<file path="src/rtl/sard_pkg.sv">
package sard_pkg;

    localparam int LIM_SHIFT = 26;

    typedef enum logic [2:0] {
        DEC_OK            = 3'd0,
        DEC_OUT_OF_RANGE  = 3'd1,
        DEC_NO_ENTRY      = 3'd2,
        DEC_DOUBLE_REMOTE = 3'd3,
        DEC_UNKNOWN_NODE  = 3'd4,
        DEC_BAD_MOD3      = 3'd5
    } dec_err_e;

    typedef enum logic [2:0] {
        CFG_RANGE    = 3'd0,
        CFG_ILV      = 3'd1,
        CFG_ROUTE    = 3'd2,
        CFG_SRCID    = 3'd3,
        CFG_LOW_TOP  = 3'd4,
        CFG_HIGH_TOP = 3'd5
    } cfg_kind_e;

    typedef enum logic [1:0] {ST_IDLE, ST_SCAN, ST_DONE} dec_state_e;

    // Only the fields the decode uses are kept from a range word.
    typedef struct packed {
        logic [1:0]  fold_shift_sel;
        logic        fold_en;
        logic [19:0] limit_hi;
        logic [1:0]  fold_form;
        logic [1:0]  pick_mode;
        logic        enable;
    } range_ent_t;

    function automatic range_ent_t unpack_range(input logic [31:0] w);
        range_ent_t e;
        e.fold_shift_sel = w[31:30];
        e.fold_en        = w[27];
        e.limit_hi       = w[26:7];
        e.fold_form      = w[6:5];
        e.pick_mode      = w[2:1];
        e.enable         = w[0];
        return e;
    endfunction

    function automatic logic [63:0] range_limit(input logic [19:0] f);
        return ({44'd0, f} << LIM_SHIFT) | 64'h0000_0000_03FF_FFFF;
    endfunction

    // Remainder modulo 3, folding one bit at a time from the top.
    function automatic logic [1:0] mod3_of(input logic [63:0] v);
        logic [1:0] r;
        r = 2'd0;
        for (int i = 63; i >= 0; i--) begin
            case ({r, v[i]})
                3'b000:  r = 2'd0;
                3'b001:  r = 2'd1;
                3'b010:  r = 2'd2;
                3'b011:  r = 2'd0;
                3'b100:  r = 2'd1;
                3'b101:  r = 2'd2;
                default: r = 2'd0;
            endcase
        end
        return r;
    endfunction

endpackage

</file>
<file path="src/rtl/sard_cfg_store.sv">
module sard_cfg_store
    import sard_pkg::*;
#(
    parameter int ADDR_W    = 46,
    parameter int NUM_SOCK  = 2,
    parameter int NUM_RANGE = 24,
    parameter int SOCK_W    = 1,
    parameter int IDX_W     = 5
) (
    input  logic                     clk,
    input  logic                     rst,
    input  logic                     we,
    input  logic [2:0]               kind,
    input  logic [SOCK_W-1:0]        wsock,
    input  logic [IDX_W-1:0]         widx,
    input  logic [ADDR_W-1:0]        wdata,
    input  logic [SOCK_W-1:0]        rd_sock,
    input  logic [IDX_W-1:0]         rd_idx,
    output range_ent_t               rd_range,
    output logic [31:0]              rd_ilv,
    output logic [31:0]              rd_route,
    output logic [NUM_SOCK-1:0][2:0] src_ids,
    output logic [ADDR_W-1:0]        low_top,
    output logic [ADDR_W-1:0]        high_top
);

    range_ent_t  rng_q   [NUM_SOCK][NUM_RANGE];
    logic [31:0] ilv_q   [NUM_SOCK][NUM_RANGE];
    logic [31:0] route_q [NUM_SOCK];
    logic [NUM_SOCK-1:0][2:0] src_q;
    logic [ADDR_W-1:0] lo_q, hi_q;

    always_ff @(posedge clk) begin
        if (rst) begin
            for (int s = 0; s < NUM_SOCK; s++) begin
                for (int i = 0; i < NUM_RANGE; i++) begin
                    rng_q[s][i] <= '0;
                    ilv_q[s][i] <= '0;
                end
                route_q[s] <= '0;
            end
            src_q <= '0;
            lo_q  <= '0;
            hi_q  <= '0;
        end else if (we && (int'(wsock) < NUM_SOCK)) begin
            case (cfg_kind_e'(kind))
                CFG_RANGE:    if (int'(widx) < NUM_RANGE) rng_q[wsock][widx] <= unpack_range(wdata[31:0]);
                CFG_ILV:      if (int'(widx) < NUM_RANGE) ilv_q[wsock][widx] <= wdata[31:0];
                CFG_ROUTE:    route_q[wsock] <= wdata[31:0];
                CFG_SRCID:    src_q[wsock]   <= wdata[2:0];
                CFG_LOW_TOP:  lo_q <= wdata;
                CFG_HIGH_TOP: hi_q <= wdata;
                default: ;
            endcase
        end
    end

    assign rd_range = rng_q[rd_sock][rd_idx];
    assign rd_ilv   = ilv_q[rd_sock][rd_idx];
    assign rd_route = route_q[rd_sock];
    assign src_ids  = src_q;
    assign low_top  = lo_q;
    assign high_top = hi_q;

endmodule

</file>
<file path="src/rtl/sard_lane_calc.sv">
module sard_lane_calc
    import sard_pkg::*;
#(
    parameter int ADDR_W = 46
) (
    input  logic [ADDR_W-1:0] addr,
    input  logic [1:0]        pick_mode,
    input  logic              fold_en,
    input  logic [1:0]        fold_shift_sel,
    input  logic [1:0]        fold_form,
    input  logic [31:0]       ilv_word,
    input  logic [31:0]       route_word,
    output logic              remote,
    output logic [2:0]        node,
    output logic              bad_mode,
    output logic [2:0]        mc,
    output logic [1:0]        chan
);

    logic [63:0] a64, folded, r64;
    logic [2:0]  pick, lchan;
    logic [3:0]  tgt;
    logic [5:0]  sh_amt;
    logic [1:0]  base;
    logic        odd;

    always_comb begin
        a64 = 64'(addr);
        case (pick_mode)
            2'd0:    pick = a64[8:6];
            2'd1:    pick = a64[10:8];
            2'd2:    pick = a64[14:12];
            default: pick = a64[32:30];
        endcase
        tgt    = ilv_word[{pick, 2'b00} +: 4];
        remote = ~tgt[3];
        node   = tgt[2:0];

        case (fold_shift_sel)
            2'd0:    sh_amt = 6'd6;
            2'd1:    sh_amt = 6'd8;
            2'd2:    sh_amt = 6'd12;
            default: sh_amt = 6'd0;
        endcase
        bad_mode = fold_en && (fold_shift_sel == 2'd3);
        folded   = a64 >> sh_amt;
        odd      = folded[0];
        case (fold_form)
            2'd0:    base = mod3_of(folded);
            2'd1:    base = {1'b0, odd};
            2'd2:    base = {odd, ~odd};
            default: base = {odd, 1'b0};
        endcase
        lchan = fold_en ? {base, tgt[0]} : tgt[2:0];

        r64  = {32'd0, route_word};
        mc   = r64[int'(lchan) * 3 +: 3];
        chan = r64[18 + 2 * int'(lchan) +: 2];
    end

endmodule

</file>
<file path="src/rtl/sard_node_find.sv">
module sard_node_find #(
    parameter int NUM_SOCK = 2,
    parameter int SOCK_W   = 1
) (
    input  logic [NUM_SOCK-1:0][2:0] src_ids,
    input  logic [2:0]               node,
    output logic                     found,
    output logic [SOCK_W-1:0]        sel
);

    logic [NUM_SOCK-1:0] match;

    for (genvar g = 0; g < NUM_SOCK; g++) begin : g_cmp
        assign match[g] = (src_ids[g] == node);
    end

    // Lowest-numbered matching table wins.
    always_comb begin
        found = |match;
        sel   = '0;
        for (int i = NUM_SOCK - 1; i >= 0; i--) begin
            if (match[i]) sel = SOCK_W'(i);
        end
    end

endmodule

</file>
<file path="src/rtl/sard_top.sv">
module sard_top
    import sard_pkg::*;
#(
    parameter int ADDR_W    = 46,
    parameter int NUM_SOCK  = 2,
    parameter int NUM_RANGE = 24,
    localparam int SOCK_W   = (NUM_SOCK > 1) ? $clog2(NUM_SOCK) : 1,
    localparam int IDX_W    = (NUM_RANGE > 1) ? $clog2(NUM_RANGE) : 1
) (
    input  logic              clk,
    input  logic              rst,
    input  logic              cfg_we,
    input  logic [2:0]        cfg_kind,
    input  logic [SOCK_W-1:0] cfg_sock,
    input  logic [IDX_W-1:0]  cfg_idx,
    input  logic [ADDR_W-1:0] cfg_wdata,
    input  logic              req_valid,
    output logic              req_ready,
    input  logic [ADDR_W-1:0] req_addr,
    output logic              rsp_valid,
    input  logic              rsp_ready,
    output logic [2:0]        rsp_err,
    output logic [2:0]        rsp_socket,
    output logic [2:0]        rsp_mc,
    output logic [1:0]        rsp_chan
);

    dec_state_e        st_q;
    logic [ADDR_W-1:0] addr_q;
    logic [SOCK_W-1:0] sock_q;
    logic [IDX_W-1:0]  idx_q;
    logic [63:0]       prev_q;
    logic              redirected_q;
    dec_err_e          err_q;
    logic [2:0]        soc_q, mc_q;
    logic [1:0]        ch_q;

    range_ent_t                ent;
    logic [31:0]               ilv_w, route_w;
    logic [NUM_SOCK-1:0][2:0]  src_ids;
    logic [ADDR_W-1:0]         low_top, high_top;
    logic                      ln_remote, ln_bad, nd_found;
    logic [2:0]                ln_node, ln_mc;
    logic [1:0]                ln_chan;
    logic [SOCK_W-1:0]         nd_sel;

    sard_cfg_store #(
        .ADDR_W(ADDR_W), .NUM_SOCK(NUM_SOCK), .NUM_RANGE(NUM_RANGE),
        .SOCK_W(SOCK_W), .IDX_W(IDX_W)
    ) u_store (
        .clk(clk), .rst(rst), .we(cfg_we), .kind(cfg_kind),
        .wsock(cfg_sock), .widx(cfg_idx), .wdata(cfg_wdata),
        .rd_sock(sock_q), .rd_idx(idx_q), .rd_range(ent),
        .rd_ilv(ilv_w), .rd_route(route_w), .src_ids(src_ids),
        .low_top(low_top), .high_top(high_top)
    );

    sard_lane_calc #(.ADDR_W(ADDR_W)) u_lane (
        .addr(addr_q), .pick_mode(ent.pick_mode), .fold_en(ent.fold_en),
        .fold_shift_sel(ent.fold_shift_sel), .fold_form(ent.fold_form),
        .ilv_word(ilv_w), .route_word(route_w), .remote(ln_remote),
        .node(ln_node), .bad_mode(ln_bad), .mc(ln_mc), .chan(ln_chan)
    );

    sard_node_find #(.NUM_SOCK(NUM_SOCK), .SOCK_W(SOCK_W)) u_find (
        .src_ids(src_ids), .node(ln_node), .found(nd_found), .sel(nd_sel)
    );

    logic [63:0] lim64, addr64, req64;
    logic        hit, out_of_range;

    always_comb begin
        lim64        = range_limit(ent.limit_hi);
        addr64       = 64'(addr_q);
        req64        = 64'(req_addr);
        hit          = ent.enable && (addr64 >= prev_q) && (addr64 <= lim64);
        out_of_range = (req64 >= 64'(high_top)) ||
                       ((req64 >= 64'(low_top)) && (req64 < 64'h1_0000_0000));
    end

    always_ff @(posedge clk) begin
        if (rst) begin
            st_q <= ST_IDLE; addr_q <= '0; sock_q <= '0; idx_q <= '0;
            prev_q <= '0; redirected_q <= 1'b0; err_q <= DEC_OK;
            soc_q <= '0; mc_q <= '0; ch_q <= '0;
        end else begin
            case (st_q)
                ST_IDLE: if (req_valid) begin
                    addr_q <= req_addr; sock_q <= '0; idx_q <= '0;
                    prev_q <= '0; redirected_q <= 1'b0;
                    soc_q <= '0; mc_q <= '0; ch_q <= '0;
                    if (out_of_range) begin
                        err_q <= DEC_OUT_OF_RANGE; st_q <= ST_DONE;
                    end else begin
                        err_q <= DEC_OK; st_q <= ST_SCAN;
                    end
                end
                ST_SCAN: if (hit) begin
                    if (ln_remote) begin
                        if (redirected_q) begin
                            err_q <= DEC_DOUBLE_REMOTE; st_q <= ST_DONE;
                        end else if (!nd_found) begin
                            err_q <= DEC_UNKNOWN_NODE; st_q <= ST_DONE;
                        end else begin
                            sock_q <= nd_sel; idx_q <= '0; prev_q <= '0;
                            redirected_q <= 1'b1;
                        end
                    end else if (ln_bad) begin
                        err_q <= DEC_BAD_MOD3; st_q <= ST_DONE;
                    end else begin
                        soc_q <= src_ids[sock_q]; mc_q <= ln_mc; ch_q <= ln_chan;
                        st_q  <= ST_DONE;
                    end
                end else begin
                    prev_q <= lim64 + 64'd1;
                    if (idx_q == IDX_W'(NUM_RANGE - 1)) begin
                        err_q <= DEC_NO_ENTRY; st_q <= ST_DONE;
                    end else begin
                        idx_q <= idx_q + 1'b1;
                    end
                end
                ST_DONE: if (rsp_ready) st_q <= ST_IDLE;
                default: st_q <= ST_IDLE;
            endcase
        end
    end

    assign req_ready  = (st_q == ST_IDLE);
    assign rsp_valid  = (st_q == ST_DONE);
    assign rsp_err    = err_q;
    assign rsp_socket = soc_q;
    assign rsp_mc     = mc_q;
    assign rsp_chan   = ch_q;

endmodule

</file>
<file path="config.mk">
export PLATFORM = sky130hd
export DESIGN_NAME = sard_top
export DESIGN_NICKNAME = d
export VERILOG_FILES = /design/src/rtl/sard_pkg.sv /design/src/rtl/sard_cfg_store.sv /design/src/rtl/sard_lane_calc.sv /design/src/rtl/sard_node_find.sv /design/src/rtl/sard_top.sv
export SDC_FILE = /design/constraint.sdc
export NUM_CORES = 2
export LEC_CHECK = 0
export ABC_CLOCK_PERIOD_IN_PS = 28600
export BUFFER_PORTS_ARGS = -buffer_cell sky130_fd_sc_hd__buf_2
export CORE_AREA = 5 5 676 544
export DETAILED_ROUTE_END_ITERATION = 12
export DIE_AREA = 0 0 681 549
export MAX_ROUTING_LAYER = met4
export PLACE_DENSITY = 0.6
export SLEW_MARGIN = 20
export SYNTH_ARGS = -nofsm -noshare
export SYNTH_HDL_FRONTEND = slang
export SYNTH_SLANG_ARGS = --single-unit
</file>
<file path="constraint.sdc">
create_clock -name clk -period 28.6 [get_ports clk]
set_input_delay 2.86 -clock clk [delete_from_list [all_inputs] [get_ports clk]]
set_output_delay 2.86 -clock clk [all_outputs]
set_load 0.02 [all_outputs]
</file>
==> impl_metrics.json <==
{
  "yosysMostFrequentCell": "edfxtp_1",
  "reg2reg_depth": 45,
  "remaining_drc_errors": 0,
  "grt_overflow": 0,
  "critPathMaxFanout": 59,
  "clock-sinks": 3130,
  "setup_viol": 0,
  "pre_cts_ws_ns": 11.81,
  "ys_seq_elements": 3130,
  "layout-drive-gt1-share_pct": 22.67,
  "worst_pin_slew_ns": 1.254,
  "ctsHoldBuffers": 0,
  "yosysTopAreaCellShare_pct": 63.15,
  "grt_pass1_vias": 80750,
  "clock_path_buffers": 4,
  "synthFlopType": "edfxtp_1",
  "whs_path_depth": 2,
  "chipWidth_um": 681,
  "final-hold-violation-count": 0,
  "fin_crit_ns": 17.24,
  "outcome": "finished, final reports clean",
  "synthArstFlopShare_pct": 0,
  "cp_common_cell": "buf_4",
  "drt_iter0_markers": 11000,
  "synth_edf_count": 2944,
  "core-area_um2": 361200,
  "post_cts_buffers": 0,
  "grt_pass1_wl_um": 619300,
  "end_kind": "flop",
  "yosysWarnings": 0,
  "peakVddDrop_v": 0.00004515,
  "die-area_um2": 373900,
  "yosys.area.top_type": "edfxtp_1",
  "rsz0062_at_grt": "no",
  "start_kind": "flop",
  "relSlewSlack_pct": 13.99,
  "grt_antenna_before_repair": 53,
  "skew_ns": 0.07183,
  "netlist_top_cells_count": "2944 x edfxtp_1, 1650 x and2_1, 920 x mux4_2",
  "htree_num_levels": 5,
  "synth.avg_cell_area_um2": 16.13,
  "crit_path_max_incr_delay_ns": 0.97,
  "grt_use_total_pct": 23.79,
  "finalCritPeriodShare_pct": 60.27,
  "setup_ws_ns": 11.36,
  "wl_per_cell_um": 31.89,
  "synth.distinct_cells": 126,
  "cp_slowest_cell": "dfxtp_4",
  "initial_utilization_pct": 38.76,
  "vias": 81300,
  "synth_area_um2": 140000,
  "p_leak_uw": 0.05147,
  "io_buffers": 118,
  "dp_hpwl_um": 257500,
  "clk_pin_slew_ns": 0.06,
  "antenna_left": 0,
  "critical_path_class": "flop to flop",
  "area.growth.synth_to_final_pct": 12.03,
  "synth_seq_area_share_pct": 65.81,
  "hp-class": "flop to flop",
  "syn_inst": 8677,
  "cp.arrival_ns": 17.96,
  "ios": 119,
  "nNetsFinal": 8951,
  "cap_violations": 0,
  "die_y_um": 549,
  "dr.pass1.iters": 7,
  "vias_per_cell": 5.898,
  "grt_max_degree": 103,
  "cts-buffers-inserted": 313,
  "place_congestion": 0.9120,
  "rows": 198,
  "insertion_delay_ns": 0.90,
  "cts-root-buf": "clkbuf_16",
  "fin_setup_tns_ns": 0,
  "p_per_area_nw_per_um2": 67.84,
  "synthTopCellsByArea": "edfxtp_1 63%, mux4_2 15%, and2_1 7.4%, dfxtp_1 2.7%, clkbuf_1 1.5%",
  "final_max_slew_viol_count": 0,
  "cts_tree": "built",
  "postCtsResizedCells": 0,
  "worstPathRequired_ns": 29.32,
  "synth_nets": 8919,
  "drt_wl_total_um": 439500,
  "fmax_ghz": 0.05802
}
==> cell type report <==
| class | instances | area (µm²) |
|---|---|---|
| fill | 31490 | 204400 |
| sequential | 3130 | 92140 |
| multi-input combinational | 4701 | 45410 |
| clock buffer | 401 | 8399 |
| tap | 4800 | 6006 |
| timing repair buffer | 408 | 2929 |
| clock inverter | 150 | 1255 |
| inverter | 155 | 594.3 |
| antenna | 40 | 100.1 |
==> worst paths after layout <==
| path | to | slack, ns | start |
|---|---|---|---|
| worst max register to register | rsp_mc[0]$_SDFFE_PP0P_ | 11.36 | idx_q[0]$_SDFFE_PP0P_ |
| worst max-delay path | rsp_mc[0]$_SDFFE_PP0P_ | 11.36 | idx_q[0]$_SDFFE_PP0P_ |
| worst min register to register | u_store.high_top[15]$_SDFFE_PP0P_ | 0.45 | u_store.high_top[15]$_SDFFE_PP0P_ |
| worst min-delay path | u_store.high_top[15]$_SDFFE_PP0P_ | 0.45 | u_store.high_top[15]$_SDFFE_PP0P_ |
==> registers in the layout (all words and copies together) (netlist names), 6 cells and up, named ones only <==
name              count
u_store.ilv_q      1536
u_store.src_ids       6
u_store.rng_q      1344
u_store.low_top      46
addr_q               46
prev_q               21
u_store.route_q      64
u_store.high_top     46
==> per-layer routing <==
| metal | part of all wire, % | wire length [µm] | GRT usage, % | up-vias |
|---|---|---|---|---|
| li1 | - | - | - | 33140 |
| met1 | 42 | 183400 | 33.51 | 43140 |
| met2 | 45 | 197400 | 35.09 | 4389 |
| met3 | 11 | 47630 | 5.647 | 628 |
| met4 | 2.5 | 11170 | 5.636 | 0 |
| met5 | 0 | 0 | - | - |
==> placed cells by master (no fill, tap or decap), drive strengths merged, types with 117 or more instances in the layout <==
cell / instances
a21oi: 286
mux4: 921
inv: 164
and2: 1652
clkinv: 117
mux2i: 170
clkbuf: 401
nand2: 506
dfxtp: 186
edfxtp: 2944
nor2: 224
ha: 136
buf: 408
==> cell families after synthesis <==
family / count (synthesis) / synth area share, %
compound gates: 668 / 3.142
xor+xnor: 36 / 0.2252
fa+ha+maj: 136 / 1.215
buf+inv: 846 / 2.390
flops: 3130 / 65.81
mux: 1118 / 16.25
simple gates: 2743 / 10.97
==> critical path, delay by kind of cell (launching register included) <==
family	cells	cell delay, ns
buf+inv	3	2.14
simple gates	13	4.08
compound gates	23	7.33
fa+ha+maj	1	0.21
flops	1	0.97
mux	5	2.25
==> through the flow <==
step                      power [µW]  hold slack [ns]  utilization (%)  instance area (µm²)  instances
after floorplan                 6265           0.4363                -               140000       8677
after detailed placement        6701           0.4477            40.69               147000      13190
final                          10640           0.4539            43.42               156800      13790
after CTS                      10660           0.4556            43.36               156600      13740
after global routing           10980           0.4701            43.40               156800      13760
after global placement          6657           0.4418            40.67               146900      13190
==> report_power, final <==
group | switching [µW] | leakage [µW] | internal (µW) | total [µW]
clock | 1760 | 0.00473 | 2250 | 4010
combinational | 841 | 0.0173 | 465 | 1310
sequential | 81.0 | 0.0294 | 5250 | 5330
Power figures use the tool's default switching activity.
